## config.mk

```make
export PLATFORM = sky130hd
export DESIGN_NAME = simd_lane_alu
export DESIGN_NICKNAME = d
export VERILOG_FILES = /design/src/rtl/simd_alu_pkg.sv /design/src/rtl/simd_seg_adder.sv /design/src/rtl/simd_lane_sat.sv /design/src/rtl/simd_lane_alu.sv
export SDC_FILE = /design/constraint.sdc
export NUM_CORES = 1
export LEC_CHECK = 0
export BUFFER_PORTS_ARGS = -buffer_cell sky130_fd_sc_hd__buf_4
export CAP_MARGIN = 20
export CORE_MARGIN = 1.5
export CORE_UTILIZATION = 24
export DETAILED_ROUTE_END_ITERATION = 6
export MAX_ROUTING_LAYER = met4
export PLACE_DENSITY = 0.44
export SETUP_SLACK_MARGIN = 0.02
export SYNTH_ARGS = -nofsm -noshare
export SYNTH_HDL_FRONTEND = slang
export SYNTH_HIERARCHICAL = 1
export SYNTH_SLANG_ARGS = --single-unit
```

## constraint.sdc

```tcl
create_clock -name clk -period 10 [get_ports clk]
set_input_delay 2 -clock clk [delete_from_list [all_inputs] [get_ports clk]]
set_output_delay 2 -clock clk [all_outputs]
set_load 0.01 [all_outputs]
```

## src/rtl/simd_alu_pkg.sv

```systemverilog
package simd_alu_pkg;

    typedef enum logic {
        OP_ADD = 1'b0,
        OP_SUB = 1'b1
    } alu_op_e;

    typedef enum logic [1:0] {
        LW_8   = 2'b00,
        LW_16  = 2'b01,
        LW_32  = 2'b10,
        LW_32B = 2'b11
    } lane_sz_e;

    // log2 of slices per lane for a width code
    function automatic int unsigned lane_log(input logic [1:0] code);
        case (code)
            2'b00:   return 0;
            2'b01:   return 1;
            default: return 2;
        endcase
    endfunction

endpackage

```

## src/rtl/simd_seg_adder.sv

```systemverilog
module simd_seg_adder #(
    parameter int DATA_W  = 64,
    parameter int SLICE_W = 8,
    localparam int NSLICE = DATA_W / SLICE_W
) (
    input  logic [DATA_W-1:0] a_i,
    input  logic [DATA_W-1:0] b_i,
    input  logic              sub_i,
    input  logic              sgn_i,
    input  logic [1:0]        lane_sz_i,
    output logic [DATA_W-1:0] sum_o,
    output logic [NSLICE-1:0] top_ovf_o,
    output logic [NSLICE-1:0] a_msb_o
);
    import simd_alu_pkg::*;

    always_comb begin
        int unsigned lb;
        logic carry;
        logic [SLICE_W:0] part;
        logic [SLICE_W-1:0] bx;
        lb    = 1 << lane_log(lane_sz_i);
        carry = 1'b0;
        sum_o     = '0;
        top_ovf_o = '0;
        a_msb_o   = '0;
        for (int k = 0; k < NSLICE; k++) begin
            // a lane's lowest slice takes the subtract bit, not the neighbour's carry
            if ((k % lb) == 0) begin
                carry = sub_i;
            end
            bx   = b_i[k*SLICE_W +: SLICE_W] ^ {SLICE_W{sub_i}};
            part = {1'b0, a_i[k*SLICE_W +: SLICE_W]} + {1'b0, bx} + {{SLICE_W{1'b0}}, carry};
            sum_o[k*SLICE_W +: SLICE_W] = part[SLICE_W-1:0];
            carry = part[SLICE_W];
            a_msb_o[k] = a_i[k*SLICE_W + SLICE_W - 1];
            if ((k % lb) == lb - 1) begin
                if (sgn_i) begin
                    top_ovf_o[k] = (a_i[k*SLICE_W + SLICE_W - 1] == bx[SLICE_W-1]) &&
                                   (part[SLICE_W-1] != a_i[k*SLICE_W + SLICE_W - 1]);
                end else begin
                    top_ovf_o[k] = sub_i ? ~part[SLICE_W] : part[SLICE_W];
                end
            end
        end
    end

endmodule

```

## src/rtl/simd_lane_sat.sv

```systemverilog
module simd_lane_sat #(
    parameter int DATA_W  = 64,
    parameter int SLICE_W = 8,
    localparam int NSLICE = DATA_W / SLICE_W
) (
    input  logic [DATA_W-1:0] sum_i,
    input  logic [NSLICE-1:0] top_ovf_i,
    input  logic [NSLICE-1:0] a_msb_i,
    input  logic [1:0]        lane_sz_i,
    input  logic              sat_i,
    input  logic              sgn_i,
    input  logic              sub_i,
    output logic [DATA_W-1:0] res_o,
    output logic [NSLICE-1:0] flag_o
);
    import simd_alu_pkg::*;

    always_comb begin
        int unsigned lb;
        int unsigned t;
        logic lane_ovf;
        logic [SLICE_W-1:0] fill;
        lb     = 1 << lane_log(lane_sz_i);
        res_o  = sum_i;
        flag_o = '0;
        for (int k = 0; k < NSLICE; k++) begin
            t        = unsigned'(k) | (lb - 1);
            lane_ovf = top_ovf_i[t];
            flag_o[k] = lane_ovf;
            if (!sgn_i) begin
                fill = sub_i ? '0 : '1;
            end else if (a_msb_i[t]) begin
                fill = (unsigned'(k) == t) ? {1'b1, {(SLICE_W-1){1'b0}}} : '0;
            end else begin
                fill = (unsigned'(k) == t) ? {1'b0, {(SLICE_W-1){1'b1}}} : '1;
            end
            if (sat_i && lane_ovf) begin
                res_o[k*SLICE_W +: SLICE_W] = fill;
            end
        end
    end

endmodule

```

## src/rtl/simd_lane_alu.sv

```systemverilog
module simd_lane_alu #(
    parameter int DATA_W  = 64,
    parameter int SLICE_W = 8,
    localparam int NSLICE = DATA_W / SLICE_W
) (
    input  logic              clk,
    input  logic              rst,
    input  logic              valid_i,
    input  logic              op_i,
    input  logic [1:0]        lane_sz_i,
    input  logic              sat_i,
    input  logic              sgn_i,
    input  logic [DATA_W-1:0] a_i,
    input  logic [DATA_W-1:0] b_i,
    output logic              valid_o,
    output logic [DATA_W-1:0] result_o,
    output logic [NSLICE-1:0] ovf_o
);
    import simd_alu_pkg::*;

    typedef struct packed {
        logic              valid;
        logic [DATA_W-1:0] res;
        logic [NSLICE-1:0] flags;
    } out_state_t;

    logic [DATA_W-1:0] sum_raw;
    logic [NSLICE-1:0] top_ovf;
    logic [NSLICE-1:0] a_msb;
    logic [DATA_W-1:0] res_d;
    logic [NSLICE-1:0] flag_d;
    logic              is_sub;
    out_state_t        st_d, st_q;

    assign is_sub = (alu_op_e'(op_i) == OP_SUB);

    simd_seg_adder #(.DATA_W(DATA_W), .SLICE_W(SLICE_W)) u_adder (
        .a_i       (a_i),
        .b_i       (b_i),
        .sub_i     (is_sub),
        .sgn_i     (sgn_i),
        .lane_sz_i (lane_sz_i),
        .sum_o     (sum_raw),
        .top_ovf_o (top_ovf),
        .a_msb_o   (a_msb)
    );

    simd_lane_sat #(.DATA_W(DATA_W), .SLICE_W(SLICE_W)) u_sat (
        .sum_i     (sum_raw),
        .top_ovf_i (top_ovf),
        .a_msb_i   (a_msb),
        .lane_sz_i (lane_sz_i),
        .sat_i     (sat_i),
        .sgn_i     (sgn_i),
        .sub_i     (is_sub),
        .res_o     (res_d),
        .flag_o    (flag_d)
    );

    always_comb begin
        st_d       = st_q;
        st_d.valid = valid_i;
        if (valid_i) begin
            st_d.res   = res_d;
            st_d.flags = flag_d;
        end
    end

    always_ff @(posedge clk) begin
        if (rst) begin
            st_q <= '0;
        end else begin
            st_q <= st_d;
        end
    end

    assign valid_o  = st_q.valid;
    assign result_o = st_q.res;
    assign ovf_o    = st_q.flags;

    p_reset_r8: assert property (@(posedge clk)
        rst |=> (!valid_o && result_o == '0 && ovf_o == '0));

    p_valid_follow_r7: assert property (@(posedge clk) disable iff (rst)
        valid_i |=> valid_o);

    p_valid_drop_r7: assert property (@(posedge clk) disable iff (rst)
        !valid_i |=> !valid_o);

    p_hold_r7: assert property (@(posedge clk) disable iff (rst)
        !valid_i |=> ($stable(result_o) && $stable(ovf_o)));

    p_wrap_r2: assert property (@(posedge clk) disable iff (rst)
        (valid_i && !sat_i) |-> (res_d == sum_raw));

    p_quiet_r9: assert property (@(posedge clk) disable iff (rst)
        (valid_i && sat_i && flag_d == '0) |-> (res_d == sum_raw));

    p_usat_add_r3: assert property (@(posedge clk) disable iff (rst)
        (valid_i && sat_i && !sgn_i && !is_sub && flag_d[0]) |-> (res_d[SLICE_W-1:0] == '1));

    p_usat_sub_r4: assert property (@(posedge clk) disable iff (rst)
        (valid_i && sat_i && !sgn_i && is_sub && flag_d[0]) |-> (res_d[SLICE_W-1:0] == '0));

    p_ssat_r5: assert property (@(posedge clk) disable iff (rst)
        (valid_i && sat_i && sgn_i && lane_sz_i == LW_8 && flag_d[0]) |->
        (res_d[SLICE_W-1:0] == (a_i[SLICE_W-1] ? {1'b1, {(SLICE_W-1){1'b0}}}
                                                : {1'b0, {(SLICE_W-1){1'b1}}})));

    p_flag_pairs_r6: assert property (@(posedge clk) disable iff (rst)
        (valid_i && lane_sz_i == LW_16) |-> (flag_d[0] == flag_d[1]));

endmodule

```

==> metrics.md <==
| Metric | Value |
|---|---|
| Worst path required time | `10.21 ns` |
| Post-synthesis instance area | `0.007288 mm²` |
| I/O Buffers | `208` |
| Slowest cell delay on critical path | `0.43 ns` |
| WP buf/inv | `2` |
| Adder-cell share of the synthesized area | `14.08%` |
| Global-route wire length before repair | `36.08 mm` |
| Mux contribution to synthesized area | `11.55%` |
| Rows | `63` |
| Slew @ Worst Pin | `0.9286 ns` |
| Die area | `0.03142 mm²` |
| Clock sinks | `73` |
| # diodes | `0` |
| Register Area | `0.001461 mm²` |
| Fin worst setup slack | `0.5415 ns` |
| DRT antenna net count | `0` |
| Commonest non-fill, non-tap cell in the layout | `buf_4` |
| Vias in the first global route | `6676` |
| Via/cell ratio | `4.358` |
| Final nets | `1294` |
| Most frequent cells in the layout | `buf_4, nor2_1, mux2i_1, dfxtp_1, xor2_1` |
| Post-synth EDFFs | `0` |
| Outcome | `finished, final reports clean` |
| # fillers | `3241` |
| Setup crit end kind | `register` |
| Drc violations | `0` |
| Mean Syn Cell Area | `8.504 µm²` |
| Post-CTS Hold Fix Bufs | `0` |
| DRT iter0 DRCs | `221` |
| Worst ir drop on vdd | `0.00007646 V` |
| Detailed-route via count | `6446` |
| Hold Path Class | `reg2reg` |
| Initial core utilization | `24.46%` |
| Multi-input gate area | `0.005396 mm²` |
| PwrDens | `142.1 mW/mm²` |
| Setup violations, final | `0` |
| Post-synthesis sequential area ratio | `20.05%` |
| Worst setup SP type | `input port` |
| Width of the die | `177.3 µm` |
| Largest family of logic cells by synthesized area | `compound AO/OA/AOI/OAI gates` |
| Count of cell types in the netlist | `65` |
| Global placer's final weighted congestion | `0.7578` |
| Layout cell share with drive strength beyond 1 | `29.29%` |
| Post-synth ARST share | `0%` |
| CP Class | `in2reg` |
| Simple-Gate Fraction of Synth Area | `15.02%` |
| Post-Synth XOR/XNOR Area | `14.54%` |
| Grt total ovfl | `0` |
| Final wirelength | `23.23 mm` |
| GRT Overall Usage | `15.40%` |
| Syn Inst Count | `857` |
| Longest Clk Path Bufs | `2` |
| Clk root buf | `clkbuf_16` |
| Count of pins over their slew limit | `0` |
| IO Count | `209` |
| Arrival @ worst endpoint | `9.67 ns` |
| Tmin final | `9.459 ns` |
| P_leak | `0.004699 µW` |
| Reg2Reg Setup Slack | `9.34 ns` |
| Fin Setup TNS | `0 ns` |
| Clk pin slew, worst setup/hold paths | `0.07 ns` |
| HPWL after DPL | `17.79 mm` |
| Layout area overhead | `34.23%` |
| DRT Pass-1 Iters | `4` |
| Largest net degree at the start of global routing | `74` |
| Max transition margin | `37.87%` |
| Dpl ws | `-0.2144 ns` |
| Max Cap Viol | `0` |
| Fmax | `105.7 MHz` |
| Final hold violations | `0` |
| Synth warn | `6` |
| Register bit count reported by yosys | `73` |
| RSZ-0062 raised after global routing | `yes` |
| Compound-Gate Fraction of Synth Area | `17.06%` |
| Max FO, Critical Path | `4` |
| Setup Skew | `0 ns` |
| Slowest-stage cell, CP | `fa_2` |
| Core area | `0.02980 mm²` |
| CTS tree | `done` |
| CP delay by family, top | `adder cells` |
| Cts bufs inserted | `9` |
| Post-DR wirelength/cell | `15.71 µm` |
| Initial antenna violation count | `0` |
| Die H | `177.3 µm` |
| Final worst path period share | `94.59%` |
| Top_reg_cell synth | `dfxtp_1` |
| Clk Latency, worst-skew pair | `0.34 ns` |
| H-tree depth reported by CTS | `3` |
## sequential cells by signal, indices dropped and copies added (netlist names)
signal,count
valid_o,1
ovf_o,8
result_o,64
## power by group
part | leakage (µW) | switching, µW | internal (µW)
combinational | 0.00396 | 339 | 361
clock | 0.000139 | 138 | 191
sequential | 0.000603 | 25.4 | 336
## metal layers
metal | wire (µm) | up-vias | GRT usage (%)
met5 | 0 | - | -
met4 | 187 | 0 | 2.941
met3 | 1099 | 12 | 3.286
met2 | 11140 | 125 | 25.80
met1 | 10800 | 2940 | 19.06
li1 | - | 3369 | -
## worst reg2reg max path, delay by kind of cell, from the launching register on
| kind | cells | cell delay, ns |
|---|---|---|
| flip-flops | 1 | 0.32 |
| multiplexers | 1 | 0.15 |
| AND/OR/NAND/NOR | 1 | 0.05 |
## timing repair
action / CTS / global route
setup buffers: 0 / 1
setup endpoints to repair: 0 / 63
hold endpoints to repair: 0 / 0
resized for setup: 0 / 29
## kinds of logic after synthesis
| kind of cell | Yosys count |
|---|---|
| buffers and inverters | 96 |
| xor gates and xnor gates | 121 |
| DFF | 73 |
| AOI/OAI and AO/OA | 174 |
| adders and majority gates | 73 |
| muxes | 83 |
| and+or+nand+nor | 235 |
| other | 2 |
## final timing paths
check,from,to,cells past startpoint
worst max-delay path,op_i,result_o[47],36
worst min register to register,result_o[31],result_o[31],2
worst min-delay path,result_o[31],result_o[31],2
worst max register to register,result_o[8],result_o[8],2
## synth_stat cells, drive strengths merged (2+ instances only)
cell	number	area (µm²)
a2111oi	4	47.55
a211oi	6	70.07
a21boi	3	22.52
a21o	23	172.7
a21oi	25	125.1
a311oi	3	38.79
a31oi	18	112.6
and2	2	12.52
and4	2	17.52
buf	30	304.0
clkbuf	15	57.55
conb	2	7.510
dfxtp	73	1461
fa	15	300.3
ha	58	725.7
inv	50	187.7
mux2	6	71.31
mux2i	77	770.7
nand2	33	123.9
nand2b	19	121.4
nand3	8	40.04
nand3b	2	15.01
nand4b	2	17.52
nor2	132	503.0
nor2b	17	106.4
nor3	6	30.03
nor3b	2	37.54
o2111ai	3	26.28
o211ai	6	50.05
o21a	40	300.3
o21ai	29	145.1
o22ai	2	12.51
o32ai	6	52.55
o41ai	2	25.03
or2	2	12.52
or3	3	18.77
or4	2	15.01
xnor2	48	420.4
xor2	73	639.4
## layout make-up
class / instances / share of cell area, %
clock inverter: 4 / 0.4604
tap: 390 / 4.988
clock buffer: 11 / 2.379
sequential: 73 / 14.94
inverter: 51 / 1.957
multi-input combinational: 690 / 55.16
timing repair buffer: 260 / 20.12
## stage by stage
step	utilization, %	total power, µW	area, µm²	instances	hold slack (ns)
after floorplan	-	821.2	7296	859	0.5312
after global placement	31.45	1058	9371	1462	0.4768
after detailed placement	31.45	1059	9371	1462	0.4824
after CTS	32.38	1403	9649	1477	0.5024
after global routing	32.83	1505	9783	1479	0.5210
final	32.83	1390	9783	1479	0.4959
Note: power is estimated with default switching activity, not from simulation.
